**src/rtl/dma_wx_pkg.sv**
```systemverilog
package dma_wx_pkg;
  localparam int CTRL_W   = 32;
  localparam int CNT_W    = 12;
  localparam int POS_SW   = 12;
  localparam int POS_DW   = 14;
  localparam int POS_SINC = 16;
  localparam int POS_DINC = 17;
  localparam int POS_EN   = 31;

  typedef enum logic [2:0] {
    S_IDLE, S_CHECK, S_RD, S_RSENT, S_RCAP, S_WR, S_WSENT
  } wx_state_t;
endpackage

```
**src/rtl/dma_wx_width_dec.sv**
```systemverilog
module dma_wx_width_dec (
  input  logic [1:0] code,
  output logic       legal,
  output logic [2:0] nbytes
);
  always_comb begin
    legal  = (code != 2'd3);
    nbytes = legal ? (3'd1 << code) : 3'd0;
  end
endmodule

```
**src/rtl/dma_wx_rule.sv**
```systemverilog
module dma_wx_rule #(
  parameter int CNT_W = 12
) (
  input  logic [1:0]       scode,
  input  logic [1:0]       dcode,
  input  logic [CNT_W-1:0] count,
  output logic             fits,
  output logic [2:0]       rd_beats,
  output logic [2:0]       wr_beats
);
  logic [1:0]       gap;
  logic [CNT_W-1:0] low_mask;

  always_comb begin
    gap      = (dcode > scode) ? (dcode - scode) : (scode - dcode);
    low_mask = CNT_W'((1 << gap) - 1);
    if (dcode > scode) begin
      rd_beats = 3'(1 << gap);
      wr_beats = 3'd1;
      fits     = ((count & low_mask) == '0);
    end else begin
      rd_beats = 3'd1;
      wr_beats = 3'(1 << gap);
      fits     = 1'b1;
    end
  end
endmodule

```
**src/rtl/dma_wx_stage.sv**
```systemverilog
module dma_wx_stage #(
  parameter int DATA_W = 32
) (
  input  logic              clk,
  input  logic              rst,
  input  logic              wr_en,
  input  logic [2:0]        wr_off,
  input  logic [2:0]        wr_nb,
  input  logic [DATA_W-1:0] din,
  input  logic [2:0]        rd_off,
  input  logic [2:0]        rd_nb,
  output logic [DATA_W-1:0] dout
);
  localparam int NB = DATA_W / 8;

  logic [DATA_W-1:0] buf_q;
  logic [DATA_W-1:0] din_sh;
  logic [NB-1:0]     lane_en;
  logic [DATA_W-1:0] rd_mask;

  always_comb begin
    din_sh  = din << (int'(wr_off) * 8);
    lane_en = NB'(((1 << wr_nb) - 1) << wr_off);
    rd_mask = DATA_W'((64'd1 << (int'(rd_nb) * 8)) - 64'd1);
    dout    = (buf_q >> (int'(rd_off) * 8)) & rd_mask;
  end

  always_ff @(posedge clk) begin
    if (rst) begin
      buf_q <= '0;
    end else if (wr_en) begin
      for (int b = 0; b < NB; b++)
        if (lane_en[b]) buf_q[b*8 +: 8] <= din_sh[b*8 +: 8];
    end
  end

  AST_LANES_FIT: assert property (@(posedge clk) disable iff (rst)
    wr_en |-> (int'(wr_off) + int'(wr_nb) <= NB));
endmodule

```
**src/rtl/dma_wx_engine.sv**
```systemverilog
module dma_wx_engine
  import dma_wx_pkg::*;
#(
  parameter int AW     = 32,
  parameter int DATA_W = 32
) (
  input  logic              clk,
  input  logic              rst,
  input  logic              cfg_we,
  input  logic [CTRL_W-1:0] cfg_ctrl,
  input  logic [AW-1:0]     cfg_src,
  input  logic [AW-1:0]     cfg_dst,
  output logic [CTRL_W-1:0] ctrl_out,
  output logic [AW-1:0]     src_addr,
  output logic [AW-1:0]     dst_addr,
  output logic              busy,
  output logic              mem_req,
  output logic              mem_we,
  output logic [AW-1:0]     mem_addr,
  output logic [1:0]        mem_size,
  output logic [DATA_W-1:0] mem_wdata,
  input  logic [DATA_W-1:0] mem_rdata,
  output logic              done,
  output logic              err
);
  wx_state_t         state;
  logic [CTRL_W-1:0] ctrl_q;
  logic [AW-1:0]     src_q, dst_q;
  logic [2:0]        rd_idx, wr_idx;

  logic [1:0]        scode, dcode;
  logic              s_ok, d_ok, fits;
  logic [2:0]        sw_nb, dw_nb, rd_beats, wr_beats;
  logic [CNT_W-1:0]  cnt, cnt_next;
  logic [DATA_W-1:0] stage_out;
  logic              sinc, dinc;

  assign scode    = ctrl_q[POS_SW +: 2];
  assign dcode    = ctrl_q[POS_DW +: 2];
  assign sinc     = ctrl_q[POS_SINC];
  assign dinc     = ctrl_q[POS_DINC];
  assign cnt      = ctrl_q[CNT_W-1:0];
  assign cnt_next = cnt - CNT_W'(rd_beats);

  dma_wx_width_dec u_sdec (.code(scode), .legal(s_ok), .nbytes(sw_nb));
  dma_wx_width_dec u_ddec (.code(dcode), .legal(d_ok), .nbytes(dw_nb));

  dma_wx_rule #(.CNT_W(CNT_W)) u_rule (
    .scode(scode), .dcode(dcode), .count(cnt),
    .fits(fits), .rd_beats(rd_beats), .wr_beats(wr_beats)
  );

  dma_wx_stage #(.DATA_W(DATA_W)) u_stage (
    .clk(clk), .rst(rst),
    .wr_en(state == S_RCAP),
    .wr_off(3'(rd_idx << scode)), .wr_nb(sw_nb), .din(mem_rdata),
    .rd_off(3'(wr_idx << dcode)), .rd_nb(dw_nb), .dout(stage_out)
  );

  always_ff @(posedge clk) begin
    if (rst) begin
      state     <= S_IDLE;
      ctrl_q    <= '0;
      src_q     <= '0;
      dst_q     <= '0;
      rd_idx    <= '0;
      wr_idx    <= '0;
      mem_req   <= 1'b0;
      mem_we    <= 1'b0;
      mem_addr  <= '0;
      mem_size  <= '0;
      mem_wdata <= '0;
      done      <= 1'b0;
      err       <= 1'b0;
    end else begin
      done <= 1'b0;
      err  <= 1'b0;
      unique case (state)
        S_IDLE: if (cfg_we) begin
          ctrl_q <= cfg_ctrl;
          src_q  <= cfg_src;
          dst_q  <= cfg_dst;
          if (cfg_ctrl[POS_EN]) state <= S_CHECK;
        end
        S_CHECK: begin
          rd_idx <= '0;
          wr_idx <= '0;
          if (!s_ok || !d_ok || !fits) begin
            err            <= 1'b1;
            ctrl_q[POS_EN] <= 1'b0;
            state          <= S_IDLE;
          end else if (cnt == '0) begin
            done           <= 1'b1;
            ctrl_q[POS_EN] <= 1'b0;
            state          <= S_IDLE;
          end else begin
            state <= S_RD;
          end
        end
        S_RD: begin
          mem_req  <= 1'b1;
          mem_we   <= 1'b0;
          mem_addr <= src_q;
          mem_size <= scode;
          if (sinc) src_q <= src_q + AW'(sw_nb);
          state    <= S_RSENT;
        end
        S_RSENT: begin
          mem_req <= 1'b0;
          state   <= S_RCAP;
        end
        S_RCAP: begin
          if (rd_idx + 3'd1 == rd_beats) begin
            rd_idx <= '0;
            wr_idx <= '0;
            state  <= S_WR;
          end else begin
            rd_idx <= rd_idx + 3'd1;
            state  <= S_RD;
          end
        end
        S_WR: begin
          mem_req   <= 1'b1;
          mem_we    <= 1'b1;
          mem_addr  <= dst_q;
          mem_size  <= dcode;
          mem_wdata <= stage_out;
          if (dinc) dst_q <= dst_q + AW'(dw_nb);
          state     <= S_WSENT;
        end
        S_WSENT: begin
          mem_req <= 1'b0;
          mem_we  <= 1'b0;
          if (wr_idx + 3'd1 == wr_beats) begin
            wr_idx              <= '0;
            ctrl_q[CNT_W-1:0]   <= cnt_next;
            if (cnt_next == '0) begin
              done           <= 1'b1;
              ctrl_q[POS_EN] <= 1'b0;
              state          <= S_IDLE;
            end else begin
              state <= S_RD;
            end
          end else begin
            wr_idx <= wr_idx + 3'd1;
            state  <= S_WR;
          end
        end
        default: state <= S_IDLE;
      endcase
    end
  end

  assign ctrl_out = ctrl_q;
  assign src_addr = src_q;
  assign dst_addr = dst_q;
  assign busy     = (state != S_IDLE);

  AST_WRITE_IS_REQ: assert property (@(posedge clk) disable iff (rst)
    mem_we |-> mem_req);
  AST_SRC_STEP: assert property (@(posedge clk) disable iff (rst)
    (mem_req && !mem_we && sinc) |-> (src_q == mem_addr + AW'(sw_nb)));
  AST_SRC_FIXED: assert property (@(posedge clk) disable iff (rst)
    (mem_req && !mem_we && !sinc) |-> (src_q == mem_addr));
  AST_DST_STEP: assert property (@(posedge clk) disable iff (rst)
    (mem_req && mem_we && dinc) |-> (dst_q == mem_addr + AW'(dw_nb)));
  AST_DONE_ZERO: assert property (@(posedge clk) disable iff (rst)
    done |-> (ctrl_q[CNT_W-1:0] == '0 && !ctrl_q[POS_EN]));
  AST_ERR_QUIET: assert property (@(posedge clk) disable iff (rst)
    err |-> (!mem_req && !done && !ctrl_q[POS_EN]));
  AST_UPPER_KEPT: assert property (@(posedge clk) disable iff (rst)
    (busy && $past(busy)) |-> (ctrl_q[POS_EN-1:POS_SW] == $past(ctrl_q[POS_EN-1:POS_SW])));
endmodule

```
**config.mk**
```make
export PLATFORM = sky130hd
export DESIGN_NAME = dma_wx_engine
export DESIGN_NICKNAME = d
export VERILOG_FILES = /design/src/rtl/dma_wx_pkg.sv /design/src/rtl/dma_wx_width_dec.sv /design/src/rtl/dma_wx_rule.sv /design/src/rtl/dma_wx_stage.sv /design/src/rtl/dma_wx_engine.sv
export SDC_FILE = /design/constraint.sdc
export NUM_CORES = 1
export LEC_CHECK = 0
export ABC_AREA = 1
export BUFFER_PORTS_ARGS = -buffer_cell sky130_fd_sc_hd__buf_2
export CAP_MARGIN = 25
export CORE_MARGIN = 2
export CORE_UTILIZATION = 25
export DETAILED_ROUTE_END_ITERATION = 10
export GPL_ROUTABILITY_DRIVEN = 1
export GPL_TIMING_DRIVEN = 0
export PLACE_DENSITY = 0.51
export SYNTH_ARGS = -nofsm -noshare
export SYNTH_HDL_FRONTEND = slang
export SYNTH_SLANG_ARGS = --single-unit
```
**constraint.sdc**
```tcl
create_clock -name clk -period 4.01 [get_ports clk]
set_clock_uncertainty 0.05 [all_clocks]
set_input_delay 0.401 -clock clk [delete_from_list [all_inputs] [get_ports clk]]
set_output_delay 0.401 -clock clk [all_outputs]
set_load 0.05 [all_outputs]
```
* Word-level counts from Yosys, hierarchy flattened
Cells that the tools add are included.
** Word-level totals
- Bits in registers :: 207
- Bits in latches :: 0
- RAM bits :: 0
- Bits in read-only memories :: 0
- Input port bits :: 131
- Logic and storage cells :: 138
- Memories kept :: 0
** Cells by class
- $add $sub $neg :: 10
- Multipliers :: 0
- Div/mod/pow operators :: 0
- $lt $le $gt $ge :: 1
- Equal/unequal tests :: 18
- Shift operators :: 10
- Muxes and demuxes :: 43
- Bitwise logic cells :: 3
- Reductions and logical operators :: 34
** Operator list (number)
- $pmux 32 s2 :: 3
- $mux 32 :: 5
- $add 32x3->32 :: 2
- $logic_not 12->1 :: 3
- $mux 3 :: 12
- $and 32x32->32 :: 1
- $shl 1x3->32 const A :: 1
- $shl 1x6->32 const A :: 1
- $shl 32x3->4 :: 1
- $shl 32x6->32 :: 1
- $shr 32x6->32 :: 1
- $sub 32x1->32 const B :: 1
- $sub 32x2->32 const B :: 1
- $pmux 12 s2 :: 1
- $pmux 3 s7 :: 1
- $ne 2x2->1 const B :: 9
- $reduce_and 2->1 :: 7
- $reduce_bool 2->1 :: 7
- $and 12x12->12 :: 1
- $mux 12 :: 1
- $shl 1x2->12 const A :: 1
- $sub 12x2->12 const B :: 1
- $sub 12x3->12 :: 1
- $mux 1 :: 10
- 24 further kinds :: 46

* Logic depth before layout (Yosys ltp)
Gate-level depths: netlist of the first run.
- Word-level depth :: 11
- Mapped depth :: 25
- Gate-level depth less buffers :: 25

* Hierarchy
A second synthesis of the first run with hierarchy kept.
** Second synthesis, totals
- Cells, all modules :: 1907
- Area, all modules :: 12185.4 sq um
** By module, submodules not included
- dma_wx_engine :: instances 1, cells an instance 1415, area each 9386.5 sq um
- dma_wx_stage :: instances 1, cells an instance 432, area each 2479.9 sq um
- dma_wx_rule :: instances 1, cells an instance 48, area each 274.0 sq um
- dma_wx_width_dec :: instances 2, cells an instance 6, area each 22.5 sq um

* Worst setup path after synthesis of the first run
No wires, ideal clock.
- Path kind :: register to register
- Start point :: register ctrl_q[14], in the netlist ctrl_out[14]
- End point :: register ctrl_q[31], in the netlist ctrl_out[31]
- Setup time :: 0.117 ns
- Arrival :: 3.648 ns
- Slack :: 0.196 ns
- Cell stages (with the launch flop) :: 24
- Period minus slack after synthesis :: 3.814 ns
- Path through :: dfxtp_1 -> inv_2 -> ha_1 -> fa_1 -> inv_1 -> nand2_4 -> inv_4 -> nand2_4 -> nand3_2 -> nand2_1 -> ha_1 -> fa_1 -> inv_1 -> nand2_1 -> nand2_1 -> nor2_1 -> nand3_1 -> nand3_1 -> nor2_1 -> nand3_1 -> o21bai_1 -> nand3_1 -> nand2_1 -> nor2_1
** Between the ends
- Cells in the longest elaborated chain, start to end :: 11
** Ends and longest elaborated chain
- start, declared :: line dma_wx_engine.sv:27 : logic [CTRL_W-1:0] ctrl_q;
- start signal, assigned :: line dma_wx_engine.sv:80 : ctrl_q <= cfg_ctrl;
- start signal, assigned by index :: line dma_wx_engine.sv:136 : ctrl_q[CNT_W-1:0] <= cnt_next;
- $sub 2x2->2 / $gt 2x2->1 (equally long branches) :: line dma_wx_rule.sv:15, dma_wx_rule.sv:17
- $mux 2 :: line dma_wx_rule.sv:15 : gap = (dcode > scode) ? (dcode - scode) : (scode - dcode);
- $shl 1x2->12 :: line dma_wx_rule.sv:16 : low_mask = CNT_W'((1 << gap) - 1);
- $sub 12x2->12 :: line dma_wx_rule.sv:16
- $and 12x12->12 :: line dma_wx_rule.sv:20 : fits = ((count & low_mask) == '0);
- $logic_not 12->1 :: line dma_wx_rule.sv:20
- $mux 1 :: line dma_wx_rule.sv:17 : if (dcode > scode) begin
- $logic_not 1->1 :: line dma_wx_engine.sv:88 : if (!s_ok || !d_ok || !fits) begin
- $logic_or 1x1->1 :: line dma_wx_engine.sv:88
- $ne 3x3->1 (no line) / $mux 1 (equally long branches)
- $reduce_and 5->1 (no line) / $pmux 1 s3 (equally long branches)
Several ways; a longest one is shown, not always the timed one.
A chain may end at the register's enable or synchronous reset.

* Worst setup path after layout of the first run
- Start point :: register ctrl_q[13], in the netlist ctrl_out[13]
- End point :: register ctrl_q[31], in the netlist ctrl_out[31]
Same word-level chain as after synthesis.

==> results of run 1 <==
## per-layer routing
layer	vias to the layer above	wire [µm]	global-route usage, %
met1	6514	23890	28.22
met5	-	0	0
li1	6696	-	-
met2	572	25330	35.57
met3	86	3948	3.499
met4	0	1583	7.302
## synth_stat cells, drive strengths merged, types with 7 or more instances
library cell and count:
a211oi 16, a21oi 142, a31oi 40, a41oi 12
buf 31, clkbuf 61, dfxtp 207, ha 26
inv 199, nand2 443, nand3 113, nand4 33
nor2 138, nor3 28, o211ai 50, o21a 8
o21ai 145, o21bai 7, o22ai 16, or2 14
xor2 11
## worst max path at each step
stage            startpoint           end  slack [ns]
3_5_place_dp   ctrl_out[14]  ctrl_out[31]       -0.20
5_1_grt        ctrl_out[13]  ctrl_out[31]       0.004
6_report       ctrl_out[13]  ctrl_out[31]        0.32
4_1_cts        ctrl_out[14]  ctrl_out[31]        0.01
2_1_floorplan  ctrl_out[14]  ctrl_out[31]        0.20
3_3_place_gp   ctrl_out[14]  ctrl_out[31]       -0.19
## through the flow
step	cell area (µm²)	hold slack [ns]	total power [µW]	utilization, %
3_5_place_dp	14130	0.4057	8264	30.22
5_1_grt	15140	0.03773	11560	32.38
4_1_cts	15070	0.02370	10880	32.23
6_report	15140	0.04821	10890	32.38
3_3_place_gp	14130	0.3987	8239	30.22
2_1_floorplan	11890	0.3997	6645	-
## area by class of cell
cell class | instances | area (µm²)
buffer | 92 | 389.1
antenna | 3 | 7.507
fill | 5216 | 31610
tap | 607 | 759.5
inverter | 203 | 764.5
clock buffer | 35 | 755.7
multi-input combinational | 1281 | 6615
clock inverter | 14 | 182.7
timing repair buffer | 299 | 1511
sequential | 207 | 4154
## placed cells by master, fill, tap and decap left out, types with 5 or more instances in the layout
cell,Yosys,layout
nor2_1,131,130
or2_2,12,12
o21ai_0,131,131
ha_1,26,26
nor2_2,6,7
clkinvlp_4,0,5
clkbuf_1,61,64
clkbuf_16,0,27
o21bai_1,7,6
nand2_2,4,5
inv_2,13,14
o22ai_1,16,16
clkbuf_8,0,5
o21a_1,8,8
nand2_1,435,434
o211ai_1,50,50
nor4_1,5,5
o21ai_1,14,14
a41oi_1,12,12
buf_2,20,316
a21oi_1,141,141
inv_1,185,184
a211oi_1,16,16
buf_1,8,8
nor3_1,24,24
nand4_1,33,33
clkinv_2,0,5
nand3_1,110,109
a31oi_1,40,40
dfxtp_1,207,203
xor2_1,11,11
## where the power goes
part | switching, µW | leakage (µW) | internal (µW)
clock network | 1000 | 0.000449 | 1580
logic | 3870 | 0.00430 | 1400
registers | 577 | 0.00169 | 2450
## sequential cells by signal, indices dropped and copies added, names as in the netlist, 2 cells and up
name and flops:
mem_addr 32, ctrl_out 32, mem_wdata 32, u_stage.buf_q 32, src_addr 32, wr_idx 3
rd_idx 3, state 3, mem_size 2, dst_addr 32
## tightest hold or removal path: stages
cell and delay, ns:
buf_2 0.10, nand2_1 0.05, a21oi_1 0.05
## repair_timing
action	in CTS	in global routing
setup buffers	0	2
endpoints found under the setup margin	3	4
hold endpoints to repair	0	0
hold buffers	0	0
resized for setup	2	10
pin swaps	0	1
## cell families after synthesis
kind of cell,count (synthesis),share of synthesized area (%)
buffers and inverters,295,9.703
flip-flops,207,34.86
multiplexers,1,0.08420
adder cells (fa/ha/maj),30,3.410
AO/OA/AOI/OAI,456,22.52
AND/OR/NAND/NOR,781,28.47
XOR/XNOR,13,0.9577
==> results list, run 1 <==
* Status: completed
- Startpoint of the most critical register-to-register path: ctrl_out[13]
- Yosys mapped a number of flops with a built-in enable equal to 0.
- The worst path needs 3.693 ns of the cycle, external delays included.
- The worst hold path passes through 3 cells.
- Register-to-register path setup slack: 0.32 ns
- After the flow finishes, the layout carries non-filler instances totaling 2741.
- Total iterations of the first detailed-routing run: 5
- Setup repair after global routing left no endpoint under its margin.
- Synthesis inferred 207 register bits.
- The first global-routing pass estimated 81.92 mm of wire.
* CP required: 4.40 ns
* Depth of the worst register-to-register path: 22
- In this run the count of I/O pins placed on the die edge is 298.
- Port-buffer cells: 296
- Detail Placement HPWL: 43.56 mm
* Number of clock buffers inserted by TritonCTS: 27
- CTS built an H-tree with a depth of 1.
- Global routing consumed, over all layers together, 21.46% of the routing resources.
- Final weighted congestion of routability-driven global placement: 0.9029
- Worst-path cell with the longest stage delay: dfxtp_2
- The synthesized design spends more area on one cell type than any other, namely dfxtp_1.
- Total setup violations reported at the end of the flow: 0
* Count of pins over their slew limit: 0
- Clock root cell: clkbuf_16
- The worst path uses 92.09% of the clock period.
- Post-Route WL: 54.75 mm
- Total global routing overflow: 0
- Synth-to-Final Area Change: 27.34%
* Dominant delay contributor by cell family on the critical path: simple AND/OR/NAND/NOR gates
- The die covers 0.04932 mm².
- Inst Count DP: 2686
- Highest achievable clock rate: 0.2708 GHz
* Antenna viol nets, final: 0
- In this run the worst hold path is classified as in -> reg.
- Yosys warning total: 0
* Critical setup path kind: reg -> reg
- Post-Place Worst Slack: -0.1967 ns
- STA puts the critical path data arrival time at 4.09 ns.
* Top area cells in the synthesized netlist: dfxtp_1 (35%), nand2_1 (14%), a21oi_1 (5.9%)
- The initialized floorplan defines 79 standard-cell rows.
* Crit Path Max Fanout: 9
- Clock slew at reported path FFs: 0.06 ns
- Post-layout net count: 2272
- Relative slew slack: 30.89%
* Post-Synthesis Cells: 1783
* Die span in x: 222.1 µm
- Setup_tns: 0 ns
* Share of Yosys cell area claimed by the top area cell type: 34.86%
- Across the run, the number of max-cap violations was 0.
* Kind of launch point of the worst setup path: flop
- Entering global routing, the biggest net connects 13 pins.
- Power per standard cell area: 719.2 mW/mm²
- IR drop worst, VDD: 0.0003177 V
- Endpoint of the worst register-to-register path: ctrl_out[31]
- Share of cells above drive strength 1: 20.13%
* Setup crit end kind: flop
- In this run the number of cells on the critical path is 22.
* Worst Hold End: ctrl_out[18]
- Proportion of register bits with asynchronous set or reset after synthesis: 0%
- Among all flip-flop cells after synthesis, the most frequent one is dfxtp_1.
- Leakage power of the design: 0.006439 µW
* Number of buffers on the longest clock path: 3
- Clock tree from TritonCTS: yes
* Startpoint of the most critical hold path: cfg_ctrl[18]
- Worst path cell trace: inv_1 -> ha_1 -> nand2_2 -> nand2_4 -> inv_4 -> nand2_4 -> nand3_2 -> nand2_1 -> ha_1 -> fa_1 -> inv_1 -> nand2_1 -> nand2_1 -> nand3_1 -> nor2_1 -> nand3_1 -> nor2_1 -> nand3_2 -> o21bai_4 -> nand3_1 -> nand2_1 -> nor2_1
- Clk sinks: 207
* Wire length per cell after detailed routing: 19.98 µm
* Actual transition at the worst max-transition pin: 1.037 ns
- The initial utilization of the core area, before any placement, comes to 25.43%.
- For this block, the initial DRC count from the detailed router was 1107.
* Residual DRC count: 0
- Area of the core: 0.04675 mm²
* Total buffers and inverters traversed by the critical path: 3
- Final Hold Violating Endpoints: 0
- Average instance area after synthesis: 6.668 µm²
* Antenna violations before repair: 3
- The share of the Yosys chip area taken by registers is 34.86%.
- The number of global-route vias before repair came to 13240.
* Vias after detailed routing: 13870
- Cell area after synthesis: 0.01189 mm²
* Average via count per standard cell: 5.059
* Die Height: 222.1 µm
* Library cells used by synthesis: 55
- Synthesis produced a netlist with a net count of 1944.
- In this design, the stage delay of the slowest critical-path cell is 0.46 ns.
- The most numerous cell type found on the critical path is nand2_1.
- Later-pin clock latency in the skew report: 0.55 ns
- After layout, the worst setup slack is 0.3170 ns.
Power figures use the tool's default switching activity.
==> inputs of run 2 (changes only) <==
Settings changed: ABC_AREA 1 to unset, CELL_PAD_IN_SITES_DETAIL_PLACEMENT set to 0, CELL_PAD_IN_SITES_GLOBAL_PLACEMENT set to 2, PLACE_DENSITY 0.51 to 0.76.
==> results list, run 2 <==
* Status: completed (unchanged)
- Number of buffers on the longest clock path: 3 (unchanged)
* Post-Place Worst Slack: -0.5300 ns (was -0.1967 ns)
* Number of clock buffers inserted by TritonCTS: 27 (unchanged)
- Flops & latches, synth: 207 (unchanged)
- Actual transition at the worst max-transition pin: 1.081 ns (was 1.037 ns)
- The count of fill cells added during filler insertion is 4938 (was 5216).
- Clock tree from TritonCTS: yes (unchanged)
- The overall die height is 217.5 µm (was 222.1 µm).
- The highest net fanout along the worst path was 12 (was 9).
- The number of nets with antenna violations after routing was 0 (unchanged).
* Post-synth net total: 1613 (was 1944)
- CP required: 4.44 ns (was 4.40 ns)
- Inst Count DP: 2348 (was 2686)
* Clock slew at reported path FFs: 0.06 ns (about the same)
- The first-pass GRT wire length was 77.61 mm (was 81.92 mm).
* Setup_tns: 0 ns (unchanged)
- The maximum number of pins on one net before global-route repair is 21 (was 13).
- The leading area contributor after synthesis is dfxtp_1 (unchanged).
* Proportion of register bits with asynchronous set or reset after synthesis: 0% (unchanged)
* Post-Route WL: 53.50 mm (was 54.75 mm)
- IR drop worst, VDD: 0.0002850 V (was 0.0003177 V)
- The netlist area before placement came to 0.01140 mm² (was 0.01189 mm²).
* Final std cells w/o fill: 2399 (was 2741)
- The yosys synthesis warning count was 0 (unchanged).
- The number of global-route vias before repair is 12120 (was 13240).
- The number of antenna violations at the first check in global routing was 3 (unchanged).
* Total setup violations reported at the end of the flow: 0 (unchanged)
- Area of the core: 0.04519 mm² (was 0.04675 mm²)
* Final Hold Violating Endpoints: 0 (unchanged)
* Worst Hold Class: in -> reg (unchanged)
- The count of unresolved DRC violations after routing was 0 (unchanged).
- Library cells used by synthesis: 75 (was 55)
- The overall routing resource usage is 21.67% (was 21.46%).
- The count of input and output buffers came to 296 (unchanged).
- Core Util, Final: 32.18% (was 32.38%)
* Commonest cells after routing, fill and taps aside: buf_2 (313), dfxtp_1 (204), nand2_1 (199), nor2_1 (168), a21oi_1 (141) (was nand2_1 (434), buf_2 (316), dfxtp_1 (203), inv_1 (184), a21oi_1 (141))
* Later-pin clock latency in the skew report: 0.57 ns (was 0.55 ns)
- Post-Synthesis Cells: 1452 (was 1783)
- Highest achievable clock rate: 0.2640 GHz (was 0.2708 GHz)
- Most frequent cells after synthesis: dfxtp_1 (207), nand2_1 (199), nor2_1 (168) (was nand2_1 (435), dfxtp_1 (207), inv_1 (185))
- Number of synthesized flops with an enable pin: 0 (unchanged)
- The mean area per synthesized cell is 7.850 µm² (was 6.668 µm²).
- The most common cell after layout, fill and taps aside was buf_2 (was nand2_1).
- Die footprint: 0.04732 mm² (was 0.04932 mm²)
* Synth-to-Final Area Change: 27.56% (was 27.34%)
* Clock root cell: clkbuf_16 (unchanged)
- Post-layout worst setup margin: 0.2227 ns (was 0.3170 ns)
- Share of Yosys cell area claimed by the top area cell type: 36.36% (was 34.86%)
- Setup repair after global routing missed its margin: false (unchanged)
* Overall power of the completed layout: 5965 µW (was 10890 µW)
- The total number of placement rows was 78 (was 79).
- Wire length per cell after detailed routing: 22.30 µm (was 19.98 µm)
- M3 GR Usage: 4.282% (was 3.499%)
- The capturing element type of the critical path was a flop (unchanged).
- Total global routing overflow: 0 (unchanged)
* Clk sinks: 207 (unchanged)
- Relative slew slack: 27.95% (was 30.89%)
* Critical setup path kind: reg -> reg (unchanged)
- Power per standard cell area: 410.2 mW/mm² (was 719.2 mW/mm²)
- Die span in x: 217.5 µm (was 222.1 µm)
- Clock H-tree levels: 1 (unchanged)
- The share of the clock period used by the worst path was 94.45% (was 92.09%).
- The starting density of the core came to 25.23% (was 25.43%).
* Final weighted congestion of routability-driven global placement: 0.9049 (was 0.9029)
- Count of pins over their slew limit: 0 (unchanged)
* Final critical delay including setup and external delays: 3.787 ns (was 3.693 ns)
- The share of cells above drive strength 1 is 21.25% (was 20.13%).
- Global routing usage on met2: 34.16% (was 35.57%)
- The sequential share of the synthesized area was 36.36% (was 34.86%).
- Number of violations of the max-capacitance limit: 0 (unchanged)
- The leakage dissipation came to 0.005864 µW (was 0.006439 µW).
- Post-layout net count: 1940 (was 2272)
* Detail Placement HPWL: 41.38 mm (was 43.56 mm)
- The per-cell via count in the routed design came to 5.257 (was 5.059).
- The signal arrival time at the worst endpoint is 4.21 ns (was 4.09 ns).
- The most common flop cell mapped by yosys was dfxtp_1 (unchanged).
- Global routing met1 resource utilization: 28.88% (was 28.22%)
- Kind of launch point of the worst setup path: flop (unchanged)
- The total vias in the final route is 12610 (was 13870).
* IO Pins: 298 (unchanged)
* Top area cells in the synthesized netlist: dfxtp_1 (36%), mux2i_1 (7.1%), nand2_1 (6.6%) (was dfxtp_1 (35%), nand2_1 (14%), a21oi_1 (5.9%))
- The number of iterations in the first detailed-routing pass was 5 (unchanged).
* Leading cell type by number of instances after synthesis: dfxtp_1 (was nand2_1)
- The number of design-rule violations left by the first detailed-router iteration was 1170 (was 1107).
- The highest-utilization routing layer at the global route stage is met2 (unchanged).
run 2: through the flow:
step	hold WS (ns)	area, µm²
2_1_floorplan	0.4096	11400
3_3_place_gp	0.3902	13640
3_5_place_dp	0.3979	13640
4_1_cts	0.001321	14530
5_1_grt	0.02053	14540
6_report	0.02049	14540
run 2: layout make-up:
| class | instances | area [µm²] | share of cell area (%) |
|---|---|---|---|
| multi-input cells | 1100 | 6706 | 46.12 |
| flip-flops and latches | 207 | 4153 | 28.56 |
| repair buffers | 300 | 1519 | 10.45 |
| clock buffers | 38 | 767.0 | 5.275 |
| well taps | 600 | 750.7 | 5.163 |
| plain buffers | 109 | 432.9 | 2.977 |
| inverters | 34 | 127.6 | 0.8777 |
| clock inverters | 10 | 81.33 | 0.5593 |
| diodes | 1 | 2.502 | 0.01721 |
run 2: kinds of logic (layout without fill, tap and decap cells):
logic type | after synthesis | in the layout | share of synthesized area (%)
AO/OA/AOI/OAI | 428 | 428 | 24.53
buffers and inverters | 145 | 491 | 4.983
adder cells (fa/ha/maj) | 31 | 31 | 3.644
AND/OR/NAND/NOR | 544 | 544 | 22.10
XOR/XNOR | 14 | 14 | 1.076
other | 0 | 1 | 0
multiplexers | 83 | 83 | 7.311
flip-flops | 207 | 207 | 36.36
run 2: timing repair:
| action | 4_1_cts | 5_1_grt |
|---|---|---|
| hold endpoints to repair | 3 | 0 |
| setup endpoints to repair | 16 | 2 |
| resized for setup | 5 | 3 |
| cloned | 0 | 0 |
| pin swaps | 1 | 0 |
| hold buffers | 3 | 0 |
| buffers inserted | 1 | 0 |
run 2: final timing paths:
| path | start | end | slack, ns | cells after the start |
|---|---|---|---|---|
| worst max-delay path | ctrl_out[14] | ctrl_out[31] | 0.22 | 11 |
| worst min-delay path | cfg_ctrl[27] | ctrl_out[27] | 0.02 | 3 |
| worst max register to register | ctrl_out[14] | ctrl_out[31] | 0.22 | 11 |
| worst min register to register | ctrl_out[21] | ctrl_out[21] | 0.40 | 2 |
run 2: power breakdown:
part	internal (µW)	switching, µW	total, µW
Sequential	2150	174	2330
Combinational	359	883	1240
Clock	1390	1010	2400
Total	3900	2070	5960
run 2: routing by layer:
layer,part of all wire (%),routed length (µm),up-vias
met5,0.043,23,-
met4,3.9,2108,4
met3,8.2,4404,98
met2,44,23790,563
met1,43,23180,6018
li1,-,-,5929
run 2: critical path, stage by stage, from the launching register on:
cell	delay, ns
dfxtp_4	0.44
inv_1	0.16
ha_1	0.22
fa_1	0.51
or4b_1	0.60
ha_1	0.38
nor2_1	0.07
a21oi_2	0.31
xnor2_1	0.23
nand4_1	0.15
a221oi_1	0.39
mux2i_1	0.21
==> inputs of run 3 (changes only) <==
Settings changed: PLACE_DENSITY 0.76 to unset, PLACE_DENSITY_LB_ADDON set to 0.1.
==> results list, run 3 (synthesis gave the netlist of run 2 again) <==
* Die footprint: 0.04732 mm² (unchanged)
* Data arrival time of the worst path: 4.22 ns (was 4.21 ns)
- Commonest cells after routing, fill and taps aside: buf_2 (314), dfxtp_1 (205), nand2_1 (199), nor2_1 (167), a21oi_1 (141) (was buf_2 (313), dfxtp_1 (204), nand2_1 (199), nor2_1 (168), a21oi_1 (141))
- Share of cells above drive strength 1: 21.97% (was 21.25%)
- Power per standard cell area: 433.9 mW/mm² (was 410.2 mW/mm²)
- Worst hold slack after final layout: 0.02112 ns (was 0.02049 ns)
- The most common cell after layout, fill and taps aside is buf_2 (unchanged).
* Effective utilization at floorplan: 25.23% (unchanged)
- The total wire length after detailed routing is 57.17 mm (was 53.50 mm).
- The count of unresolved DRC violations after routing came to 0 (unchanged).
- The antenna cell count was 0 (was 1).
- Final Hold Violating Endpoints: 0 (unchanged)
- Number of clock buffers inserted by TritonCTS: 29 (was 27)
* Clk sinks: 207 (unchanged)
* Final weighted congestion of routability-driven global placement: 0.8350 (was 0.9049)
* Antenna violations before repair: 2 (was 3)
- The number of design-rule violations left by the first detailed-router iteration is 943 (was 1170).
- The leakage dissipation came to 0.006032 µW (was 0.005864 µW).
- The post-route minimum period came to 3.863 ns (was 3.787 ns).
* Port-buffer cells: 296 (unchanged)
- The switching power came to 2193 µW (was 2066 µW).
- Post-Place Worst Slack: -0.7427 ns (was -0.5300 ns)
- Highest achievable clock rate: 0.2589 GHz (was 0.2640 GHz)
- The cell area after placement is 0.01364 mm² (about the same).
* Design internal power: 4291 µW (was 3899 µW)
* Worst setup path endpoint: wr_idx[2] (was ctrl_out[31])
- The capturing element type of the critical path is a flop (unchanged).
- The total number of placement rows is 78 (unchanged).
* Number of buffers on the longest clock path: 3 (unchanged)
- Total iterations of the first detailed-routing run: 5 (unchanged)
- The number of nets with antenna violations after routing was 0 (unchanged).
* Clock tree from TritonCTS: yes (unchanged)
- The number of pins with negative max-slew slack in the final report is 0 (unchanged).
- Post-layout worst setup margin: 0.1473 ns (was 0.2227 ns)
- Status: completed (unchanged).
- Critical setup path kind: reg -> reg (unchanged)
- The die boundary width was 217.5 µm (unchanged).
- The final design area excluding fillers was 0.01495 mm² (was 0.01454 mm²).
- Setup repair after global routing missed its margin: false (unchanged)
- The source of the worst register-to-register timing path is ctrl_out[14] (unchanged).
- The max capacitance violation total was 0 (unchanged).
- Setup_tns: 0 ns (unchanged)
- Average via count per standard cell: 5.205 (was 5.257)
- The sequential share of power was 35.7% (was 39.0%).
* IO Pins: 298 (unchanged)
- Later-pin clock latency in the skew report: 0.59 ns (was 0.57 ns)
- Portion of total power attributed to combinational logic: 20.1% (was 20.8%)
- Total global routing overflow: 0 (unchanged)
- Worst Hold Class: in -> reg (unchanged)
- Clock share of power: 44.2% (was 40.2%)
- The highest net fanout along the worst path is 7 (was 12).
* Final period utilization: 96.33% (was 94.45%)
- The endpoint of the lowest-slack register-to-register path is wr_idx[2] (was ctrl_out[31]).
- The transition at the pin with the smallest max-transition slack is 0.9787 ns (was 1.081 ns).
* Clock H-tree levels: 1 (unchanged)
- The area overhead of the layout relative to synthesis is 31.12% (was 27.56%).
- The final setup violation count was 0 (unchanged).
- The startpoint of the worst setup timing path is ctrl_out[14] (unchanged).
- The net count of the finished layout came to 1959 (was 1940).
- The worst max-slew margin expressed relative to the limit came to 34.75% (was 27.95%).
- The worst endpoint required time was 4.37 ns (was 4.44 ns).
* Wire length of the first global-routing pass: 82.13 mm (was 77.61 mm)
* Clock slew at reported path FFs: 0.06 ns (about the same)
* Overall power of the completed layout: 6484 µW (was 5965 µW)
- The library cell used as clock root buffer was clkbuf_16 (unchanged).
- The total vias in the final route was 12600 (was 12610).
- Largest net degree at the start of global routing: 16 (was 21)
* Area of the core: 0.04519 mm² (unchanged)
- The worst ir drop on vdd was 0.0003364 V (was 0.0002850 V).
- The register-to-register path setup slack was 0.15 ns (was 0.22 ns).
- The worst reg2reg path depth is 10 (was 11).
- The overall die height came to 217.5 µm (unchanged).
- Kind of launch point of the worst setup path: flop (unchanged)
* Vias in the first global route: 12150 (was 12120)
- The overall routing resource usage is 23.30% (was 21.67%).
- The routed length per placed instance was 23.61 µm (was 22.30 µm).
- Detail Placement HPWL: 44.14 mm (was 41.38 mm)
- Sw frac: 33.82% (was 34.64%)
run 3: changes by cell type in the layout (fill, tap and decap cells not counted), moves of 2 or more:
cell / before / now
dlygate4sd3_1: 3 / 17
clkbuf_1: 84 / 82
clkbuf_4: 0 / 2
clkinvlp_4: 1 / 4
clkbuf_16: 27 / 29
bufinv_16: 1 / 6
clkbuf_8: 5 / 2
run 3: through the flow:
step | utilization [%] | cells
4_1_cts | 32.95 | 2420
2_1_floorplan | - | 1452
6_report | 33.08 | 2421
3_5_place_dp | 30.18 | 2348
3_3_place_gp | 30.18 | 2348
5_1_grt | 33.08 | 2421
run 3: worst min-delay path by stage:
stage	start	endpoint	depth (start not counted)
5_1_grt	cfg_ctrl[13]	ctrl_out[13]	3
3_5_place_dp	mem_addr[8]	mem_addr[8]	2
4_1_cts	cfg_ctrl[17]	ctrl_out[17]	3
3_3_place_gp	ctrl_out[28]	ctrl_out[28]	2
6_report	cfg_dst[14]	dst_addr[14]	3
2_1_floorplan	u_stage.buf_q[0]	u_stage.buf_q[0]	2
run 3: area by class of cell:
cell class / instances / area, µm²
timing repair buffer: 315 / 1674
fill: 4958 / 30240
buffer: 111 / 449.2
clock inverter: 18 / 269.0
inverter: 34 / 127.6
clock buffer: 36 / 772.0
sequential: 207 / 4151
tap: 600 / 750.7
multi-input combinational: 1100 / 6751
run 3: critical path, cell delays in order (launching register included):
cell	delay (ns)
dfxtp_4	0.40
clkbuf_4	0.22
inv_1	0.15
ha_1	0.22
fa_1	0.53
or4b_4	0.55
xnor2_1	0.15
nor4_1	0.80
a31oi_1	0.29
o21ai_0	0.23
a21oi_1	0.08
run 3: per-layer routing:
metal | track usage, % | routed length [µm]
met1 | 31.97 | 26320
met2 | 38.25 | 26560
met3 | 2.957 | 2780
met4 | 6.484 | 1510
met5 | 0 | 0
run 3: power groups by stage:
stage	logic (µW)	clock network, µW	registers (µW)
after floorplan	519	0	2610
after global placement	1260	0	2360
after detailed placement	1260	0	2360
after CTS	1290	2910	2310
after global routing	1400	3010	2320
final	1310	2860	2310
run 3: repair_timing:
item,CTS,global route
pin swaps,1,1
setup buffers,1,0
hold buffers,17,0
hold endpoints to repair,17,0
setup endpoints to repair,20,12
gates resized for setup,10,15
